File: config.mk
export PLATFORM = sky130hd
export DESIGN_NAME = irq_status_unit
export DESIGN_NICKNAME = d
export VERILOG_FILES = /design/src/rtl/irq_status_pkg.sv /design/src/rtl/cause_reg.sv /design/src/rtl/cfg_msg_req.sv /design/src/rtl/irq_status_unit.sv
export SDC_FILE = /design/constraint.sdc
export NUM_CORES = 1
export LEC_CHECK = 0
export CAP_MARGIN = 10
export CORE_ASPECT_RATIO = 0.9
export CORE_UTILIZATION = 30
export DETAILED_ROUTE_END_ITERATION = 12
export HOLD_SLACK_MARGIN = 0.03
export PLACE_DENSITY = 0.62
export SYNTH_ARGS = -nofsm -noshare
export SYNTH_HDL_FRONTEND = slang
export SYNTH_SLANG_ARGS = --single-unit
File: constraint.sdc
create_clock -name clk -period 2 [get_ports clk]
set_clock_uncertainty 0.15 [all_clocks]
set_input_delay 0.5 -clock clk [delete_from_list [all_inputs] [get_ports clk]]
set_output_delay 0.5 -clock clk [all_outputs]
set_load 0.02 [all_outputs]
File: src/rtl/irq_status_pkg.sv
package irq_status_pkg;
  localparam int unsigned CAUSE_W  = 8;
  localparam int unsigned VEC_W    = 16;
  localparam int unsigned CFG_BIT  = 1;
  localparam int unsigned QUE_BIT  = 0;
  localparam logic [VEC_W-1:0] NO_VEC = {VEC_W{1'b1}};
endpackage

File: src/rtl/cause_reg.sv
module cause_reg #(
  parameter int unsigned W       = 8,
  parameter int unsigned CFG_BIT = 1,
  parameter int unsigned QUE_BIT = 0
) (
  input  logic         clk,
  input  logic         rst,
  input  logic         cfg_set,
  input  logic         que_set,
  input  logic         rd_en,
  input  logic         msix_en,
  output logic [W-1:0] cause,
  output logic [W-1:0] rd_data,
  output logic         intx
);
  logic [W-1:0] set_bits;
  logic [W-1:0] cause_nx;
  logic [W-1:0] cause_q;
  logic [W-1:0] rd_q;
  logic         intx_q;

  always_comb begin
    set_bits          = '0;
    set_bits[CFG_BIT] = cfg_set;
    set_bits[QUE_BIT] = que_set;
    cause_nx          = (rd_en ? '0 : cause_q) | set_bits;
  end

  always_ff @(posedge clk) begin
    if (rst) begin
      cause_q <= '0;
      rd_q    <= '0;
      intx_q  <= 1'b0;
    end else begin
      cause_q <= cause_nx;
      if (rd_en) rd_q <= cause_q;
      intx_q  <= !msix_en && (cause_nx != '0);
    end
  end

  assign cause   = cause_q;
  assign rd_data = rd_q;
  assign intx    = intx_q;


  rd_clear_chk: assert property (@(posedge clk) disable iff (rst)
    (rd_en && !cfg_set && !que_set) |=> (cause_q == '0));

  rd_value_chk: assert property (@(posedge clk) disable iff (rst)
    rd_en |=> (rd_q == $past(cause_q)));

  rd_drop_chk: assert property (@(posedge clk) disable iff (rst)
    (rd_en && !cfg_set && !que_set) |=> !intx_q);

  cfg_bit_chk: assert property (@(posedge clk) disable iff (rst)
    cfg_set |=> cause_q[CFG_BIT]);

  que_bit_chk: assert property (@(posedge clk) disable iff (rst)
    que_set |=> cause_q[QUE_BIT]);

  msix_quiet_chk: assert property (@(posedge clk) disable iff (rst)
    msix_en |=> !intx_q);

  survive_chk: assert property (@(posedge clk) disable iff (rst)
    (rd_en && cfg_set && !msix_en) |=> (intx_q && cause_q[CFG_BIT]));
endmodule

File: src/rtl/cfg_msg_req.sv
module cfg_msg_req #(
  parameter int unsigned VW = 16
) (
  input  logic          clk,
  input  logic          rst,
  input  logic          fire,
  input  logic [VW-1:0] vector,
  input  logic          ready,
  output logic          valid,
  output logic [VW-1:0] vec
);
  logic          valid_q;
  logic [VW-1:0] vec_q;
  logic          free;

  assign free = !valid_q || ready;

  always_ff @(posedge clk) begin
    if (rst) begin
      valid_q <= 1'b0;
      vec_q   <= '0;
    end else begin
      if (valid_q && ready) valid_q <= 1'b0;
      if (fire && free) begin
        valid_q <= 1'b1;
        vec_q   <= vector;
      end
    end
  end

  assign valid = valid_q;
  assign vec   = vec_q;


  hold_req_chk: assert property (@(posedge clk) disable iff (rst)
    (valid_q && !ready) |=> (valid_q && $stable(vec_q)));

  issue_chk: assert property (@(posedge clk) disable iff (rst)
    (fire && !valid_q) |=> (valid_q && vec_q == $past(vector)));
endmodule

File: src/rtl/irq_status_unit.sv
module irq_status_unit
  import irq_status_pkg::*;
(
  input  logic               clk,
  input  logic               rst,
  input  logic               cfg_event,
  input  logic               queue_event,
  input  logic               msix_en,
  input  logic [VEC_W-1:0]   cfg_vector,
  input  logic               rd_en,
  output logic [CAUSE_W-1:0] rd_data,
  output logic               intx,
  output logic               msg_valid,
  output logic [VEC_W-1:0]   msg_vector,
  input  logic               msg_ready,
  output logic               queue_msg
);
  logic [CAUSE_W-1:0] cause;
  logic               que_set;
  logic               cfg_fire;
  logic               qmsg_q;

  assign que_set  = queue_event && !msix_en;
  assign cfg_fire = cfg_event && msix_en && (cfg_vector != NO_VEC);

  cause_reg #(.W(CAUSE_W), .CFG_BIT(CFG_BIT), .QUE_BIT(QUE_BIT)) u_cause (
    .clk     (clk),
    .rst     (rst),
    .cfg_set (cfg_event),
    .que_set (que_set),
    .rd_en   (rd_en),
    .msix_en (msix_en),
    .cause   (cause),
    .rd_data (rd_data),
    .intx    (intx)
  );

  cfg_msg_req #(.VW(VEC_W)) u_req (
    .clk    (clk),
    .rst    (rst),
    .fire   (cfg_fire),
    .vector (cfg_vector),
    .ready  (msg_ready),
    .valid  (msg_valid),
    .vec    (msg_vector)
  );

  always_ff @(posedge clk) begin
    if (rst) qmsg_q <= 1'b0;
    else     qmsg_q <= queue_event && msix_en;
  end
  assign queue_msg = qmsg_q;


  qmsg_pulse_chk: assert property (@(posedge clk) disable iff (rst)
    (msix_en && queue_event) |=> queue_msg);

  qbit_quiet_chk: assert property (@(posedge clk) disable iff (rst)
    (msix_en && queue_event && !rd_en) |=> (cause[QUE_BIT] == $past(cause[QUE_BIT])));

  novec_chk: assert property (@(posedge clk) disable iff (rst)
    (cfg_event && msix_en && cfg_vector == NO_VEC && !msg_valid) |=> !msg_valid);
endmodule

; ---- After elaboration in Yosys (flattened, before gate mapping)
; Cells that the tools add are included.
[word_totals]
regBits = 35
in_bits = 23
output_inout_bits = 27
word_cells = 23
[classes]
eq_ne = 1
n_mux = 3
n_bitwise = 1
n_reduce_logical = 12
[op_table]
columns = op, n
row1 = 16-bit != test (second input constant), 1
row2 = 8-bit 2-to-1 mux, 1
row3 = 8-bit by 2-bit bitwise OR with 8-bit output, 1
row4 = 8-bit nonzero test, 1
row5 = 1-bit logical AND, 7
row6 = 1-bit logical NOT, 2
row7 = 1-bit 2-to-1 mux, 2
row8 = 2-bit nonzero test, 1
row9 = 1-bit logical OR, 1

; ---- Logic depth before layout (Yosys ltp)
[depth]
word_depth = 5
depth_mapped = 5
depth_no_buf = 4

; ---- Hierarchy
; A second synthesis with hierarchy kept.
[unflattened]
cells_unflattened = 135
hier_area_um2 = 1411.4
[modules_own_cells]
columns = module, instances, cells_each, area_per_inst_um2, seq_area_each_um2
row1 = cfg_msg_req, 1, 74, 767.0, 340.3
row2 = cause_reg, 1, 51, 568.0, 340.3
row3 = irq_status_unit, 1, 10, 76.3, 20.0

; ---- Least setup slack after synthesis
; OpenSTA, ideal clock, no wires.
[synth_path]
kind = input to register
from = in cfg_vector[12]
to = reg u_req.vec_q[10], in the netlist u_req.vec[10]
setup_time_ns = 0.120
arrival_ns = 1.344
t_required_ns = 1.730
slack_ns = 0.386
stages = 5
n_path_buf = 1
cell_sequence = nand4_1 -> nor4_2 -> nor2_2 -> buf_6 -> mux2i_1
[synth_between]
elab_chain_len = 3
[synth_rtl]
columns = item, line
row1 = "start, declared", irq_status_unit.sv:9  ; input logic [VEC_W-1:0] cfg_vector,
row2 = 16-bit != test, irq_status_unit.sv:24  ; assign cfg_fire = cfg_event && msix_en && (cfg_vector != NO_VEC);
row3 = 1-bit logical AND, irq_status_unit.sv:24
row4 = 1-bit logical AND, cfg_msg_req.sv:24  ; if (fire && free) begin
row5 = "end signal, assigned", cfg_msg_req.sv:26  ; vec_q <= vector;
row6 = "end, declared", cfg_msg_req.sv:13  ; logic [VW-1:0] vec_q;
; Every way passes these cells.
; A chain may end at the register's enable or synchronous reset.

; ---- Worst setup path in the final report
[layout_path]
from = reg u_req.vec_q[13], in the netlist u_req.vec[13]
to = out msg_vector[13]
[layout_lines]
columns = item, line
row1 = "end, declared", irq_status_unit.sv:14  ; output logic [VEC_W-1:0] msg_vector,
; No word-level cell between the ends.

==> qor.txt <==
RUN STATUS
------------------------------------------------------------------------------------------
Outcome                                                                          completed

FLOORPLANNING
------------------------------------------------------------------------------------------
Total number of placement rows                                                          23
Starting Density                                                                     31.1%
Ports                                                                                   50
Total die area                                                                  4880 sq um
Die height                                                                         66.3 um
Die Width                                                                          73.5 um
Placeable core region                                                           4430 sq um

SYNTH
------------------------------------------------------------------------------------------
Cell accounting for the most synthesized area                                 sky130_fd_sc_hd__dfxtp_1
Post-Synthesis Cell Area                                                        1380 sq um
Simple-gate share of the synthesized area                                            27.1%
Warnings, synthesis                                                                      0
Fraction of synthesized cell area in xor and xnor cells                                 0%
Fraction of synthesized cell area taken by the top area cell type                    50.8%
Gate Count Post-Synth                                                                  136
Mean post-synth cell area                                                       10.1 sq um
Multiplexer fraction of the synthesized cell area                                    17.4%
Number of storage elements in the synthesis netlist                                     35
Unique cell type count in the Yosys netlist                                             21
Sequential area share after synthesis                                                50.8%
Post-Synthesis Net Count                                                               159
Largest family of logic cells by synthesized area                             simple AND/OR/NAND/NOR gates
Share of synthesized cell area in full adder, half adder and majority cells             0%
Post-synthesis compound-gate area fraction                                           1.63%
Area contributors post-synth                                                  sky130_fd_sc_hd__dfxtp_1 (51%), sky130_fd_sc_hd__mux2i_1 (17%), sky130_fd_sc_hd__nand2b_1 (14%)

FINISH
------------------------------------------------------------------------------------------
Summed area of non-filler cells in the final layout                             2170 sq um
Seq. cell area                                                                   701 sq um
Area growth from synthesis to layout                                                 56.9%
Utilization after layout                                                             48.9%
Number of nets in the layout                                                           224
FILL cells                                                                             434
Share of layout cells above drive strength 1                                         11.9%
Area used by multi-input combinational logic                                     651 sq um
Largest register FFs                                                                    16
Ant. Diodes                                                                              0
Final cell count without fillers                                                       264

WORST SETUP PATH
------------------------------------------------------------------------------------------
Number of buffers and inverters on the critical path                                     1
Data arrival time of the critical path                                             1250 ps
Kind of end point of the critical path                                        primary output
Critical Path Source Type                                                             flop
Critical path type                                                                 reg2out
WP data required                                                                   1350 ps
Largest fanout on the critical path                                                      2
Crit path cell chain                                                          clkdlybuf4s50_1
Crit-path leading delay family                                                buffers and inverters
Worst stage delay on the critical path                                              620 ps
CP max-delay cell                                                             sky130_fd_sc_hd__clkdlybuf4s50_1

CLOCKING
------------------------------------------------------------------------------------------
Clock Sinks                                                                             35
Number of CTS-inserted buffers                                                           5
CTS clk-pin slew, worst paths                                                        70 ps
Clock Path Buffers                                                                       2
Root buffer selected by CTS                                                   sky130_fd_sc_hd__clkbuf_8
Clock insertion delay at the later pin of the skew report                           280 ps
TritonCTS clock tree                                                                 built
CTS HTree Levels                                                                         2
Number of hold-repair buffers added at the cts stage                                     0

PLACE
------------------------------------------------------------------------------------------
Dpl cell area                                                                   2040 sq um
Final HPWL from detailed placement                                                 2.21 mm
# port buffers                                                                          49
Gpl congestion                                                                       0.734
Total instance count after detailed placement                                          253

DETAILED ROUTING
------------------------------------------------------------------------------------------
Post-DR wirelength/cell                                                            11.8 um
Final antenna-violating net count                                                        0
DR iter-0 viols                                                                         50
Routed via count                                                                      1137
Total wirelength of the detailed-routed design                                     3.12 mm
Post-route DRC violation count                                                           0
Number of iterations in the first detailed-routing pass                                  3
Per-cell via count in the routed design                                               4.31

STA
------------------------------------------------------------------------------------------
Number of failing setup endpoints in the final timing report                             0
Max transition margin                                                                79.9%
Pins Over Slew Limit                                                                     0
Final sum of negative setup slack                                                     0 ps
Achievable clock frequency                                                       0.525 GHz
Final critical path time including I/O delays and setup                            1900 ps
Unrepaired setup endpoints after global routing                                      false
Number of hold violations in the final report                                            0
Period Utilization, post-route                                                       95.2%
Least-Margin Pin Slew                                                               299 ps

WORST HOLD PATH
------------------------------------------------------------------------------------------
Type of the tightest min-delay check                                               reg2reg

POWER AND IR DROP
------------------------------------------------------------------------------------------
Total power divided by cell area                                               671 nW/um^2
Leakage                                                                           0.854 nW
Max IR drop VDD                                                                     249 uV

GLOBAL ROUTING
------------------------------------------------------------------------------------------
Number of antenna violations at the first check in global routing                        0
Global-route usage over all layers                                                   13.9%
Grt ovf                                                                                  0
Vias in the first global route                                                        1099
Wire length of the first global-routing pass                                       5.00 mm
Maximum number of pins on one net before global-route repair                            47

RUN
------------------------------------------------------------------------------------------
# Max-Cap Violations                                                                     0

[metrics by stage]
stage | power (mW) | hold WS [ps] | setup slack [ps]
2_1_floorplan | 0.849 | 303 | 386
3_3_place_gp | 0.969 | 310 | -438
3_5_place_dp | 0.975 | 312 | -509
4_1_cts | 1.46 | 330 | 56.5
5_1_grt | 1.52 | 343 | 44.8
6_report | 1.45 | 327 | 96.3
[power by group]
group          switching (mW)  leakage, nW  internal [mW]
combinational          0.0969        0.527          0.137
sequential             0.0138        0.285          0.721
clock                   0.240       0.0422          0.244
[cells by family after synthesis]
group / after synthesis
simple gates: 64
flops: 35
mux: 24
buf+inv: 9
compound gates: 4
[cells in the mapped netlist (all sizes together)]
cell type / instances
dfxtp: 35
nand2: 1
nor4: 3
a22oi: 1
a21oi: 2
nor3: 2
nand2b: 30
or2b: 3
nor2: 13
nor2b: 1
clkbuf: 5
nand3: 1
nand4: 4
o21ai: 1
inv: 2
mux2i: 24
and2: 6
buf: 2
[what timing repair did]
| action | in CTS | in global routing |
|---|---|---|
| buffers inserted | 0 | 3 |
| pin swaps | 0 | 2 |
| cloned | 0 | 0 |
| endpoints found under the setup margin | 16 | 8 |
| gates resized for setup | 2 | 0 |
[layout make-up]
class	instances	share of cell area (%)
sequential	35	32.4
clock inverter	1	0.231
multi-input combinational	92	30.0
clock buffer	7	3.52
tap	62	3.58
inverter	2	0.347
timing repair buffer	65	29.9
[cell usage in the layout (no fill, tap or decap)]
| master | synthesis | layout |
|---|---|---|
| sky130_fd_sc_hd__nand2b_1 | 30 | 30 |
| sky130_fd_sc_hd__nand4_1 | 4 | 4 |
| sky130_fd_sc_hd__nor2_1 | 12 | 12 |
| sky130_fd_sc_hd__clkbuf_1 | 5 | 2 |
| sky130_fd_sc_hd__buf_12 | 0 | 3 |
| sky130_fd_sc_hd__buf_4 | 0 | 13 |
| sky130_fd_sc_hd__o21ai_0 | 1 | 1 |
| sky130_fd_sc_hd__nand2_1 | 1 | 1 |
| sky130_fd_sc_hd__nor4_4 | 0 | 1 |
| sky130_fd_sc_hd__nand3_1 | 1 | 1 |
| sky130_fd_sc_hd__nor2_4 | 0 | 1 |
| sky130_fd_sc_hd__dfxtp_1 | 35 | 35 |
| sky130_fd_sc_hd__nor4_1 | 2 | 2 |
| sky130_fd_sc_hd__nor3_1 | 2 | 2 |
| sky130_fd_sc_hd__or2b_1 | 3 | 3 |
| sky130_fd_sc_hd__and2_1 | 6 | 6 |
| sky130_fd_sc_hd__mux2i_1 | 24 | 24 |
| sky130_fd_sc_hd__clkdlybuf4s50_1 | 0 | 49 |
| sky130_fd_sc_hd__a22oi_1 | 1 | 1 |
| sky130_fd_sc_hd__nor2b_1 | 1 | 1 |
| sky130_fd_sc_hd__inv_1 | 2 | 2 |
| sky130_fd_sc_hd__clkinv_2 | 0 | 1 |
| sky130_fd_sc_hd__a21oi_1 | 2 | 2 |
| sky130_fd_sc_hd__clkbuf_8 | 0 | 5 |
[routing by layer]
metal | vias up | global-route usage [%] | wire (um)
li1 | 575 | - | -
met1 | 516 | 16.9 | 1510
met2 | 41 | 22.2 | 1370
met3 | 5 | 3.96 | 193
met4 | 0 | 7.21 | 47
met5 | - | 0 | 0
[worst paths after layout]
path                                                  from                          to  slack, ps  cells past startpoint
worst max-delay path            u_req.vec[13]$_SDFFE_PP0P_              msg_vector[13]        100                      1
worst min-delay path            u_req.vec[12]$_SDFFE_PP0P_  u_req.vec[12]$_SDFFE_PP0P_        330                      2
worst min register to register  u_req.vec[12]$_SDFFE_PP0P_  u_req.vec[12]$_SDFFE_PP0P_        330                      2
worst max register to register    u_req.valid$_SDFFE_PP0P_   u_req.vec[8]$_SDFFE_PP0P_        670                      5
Note: power is estimated with default switching activity, not from simulation.
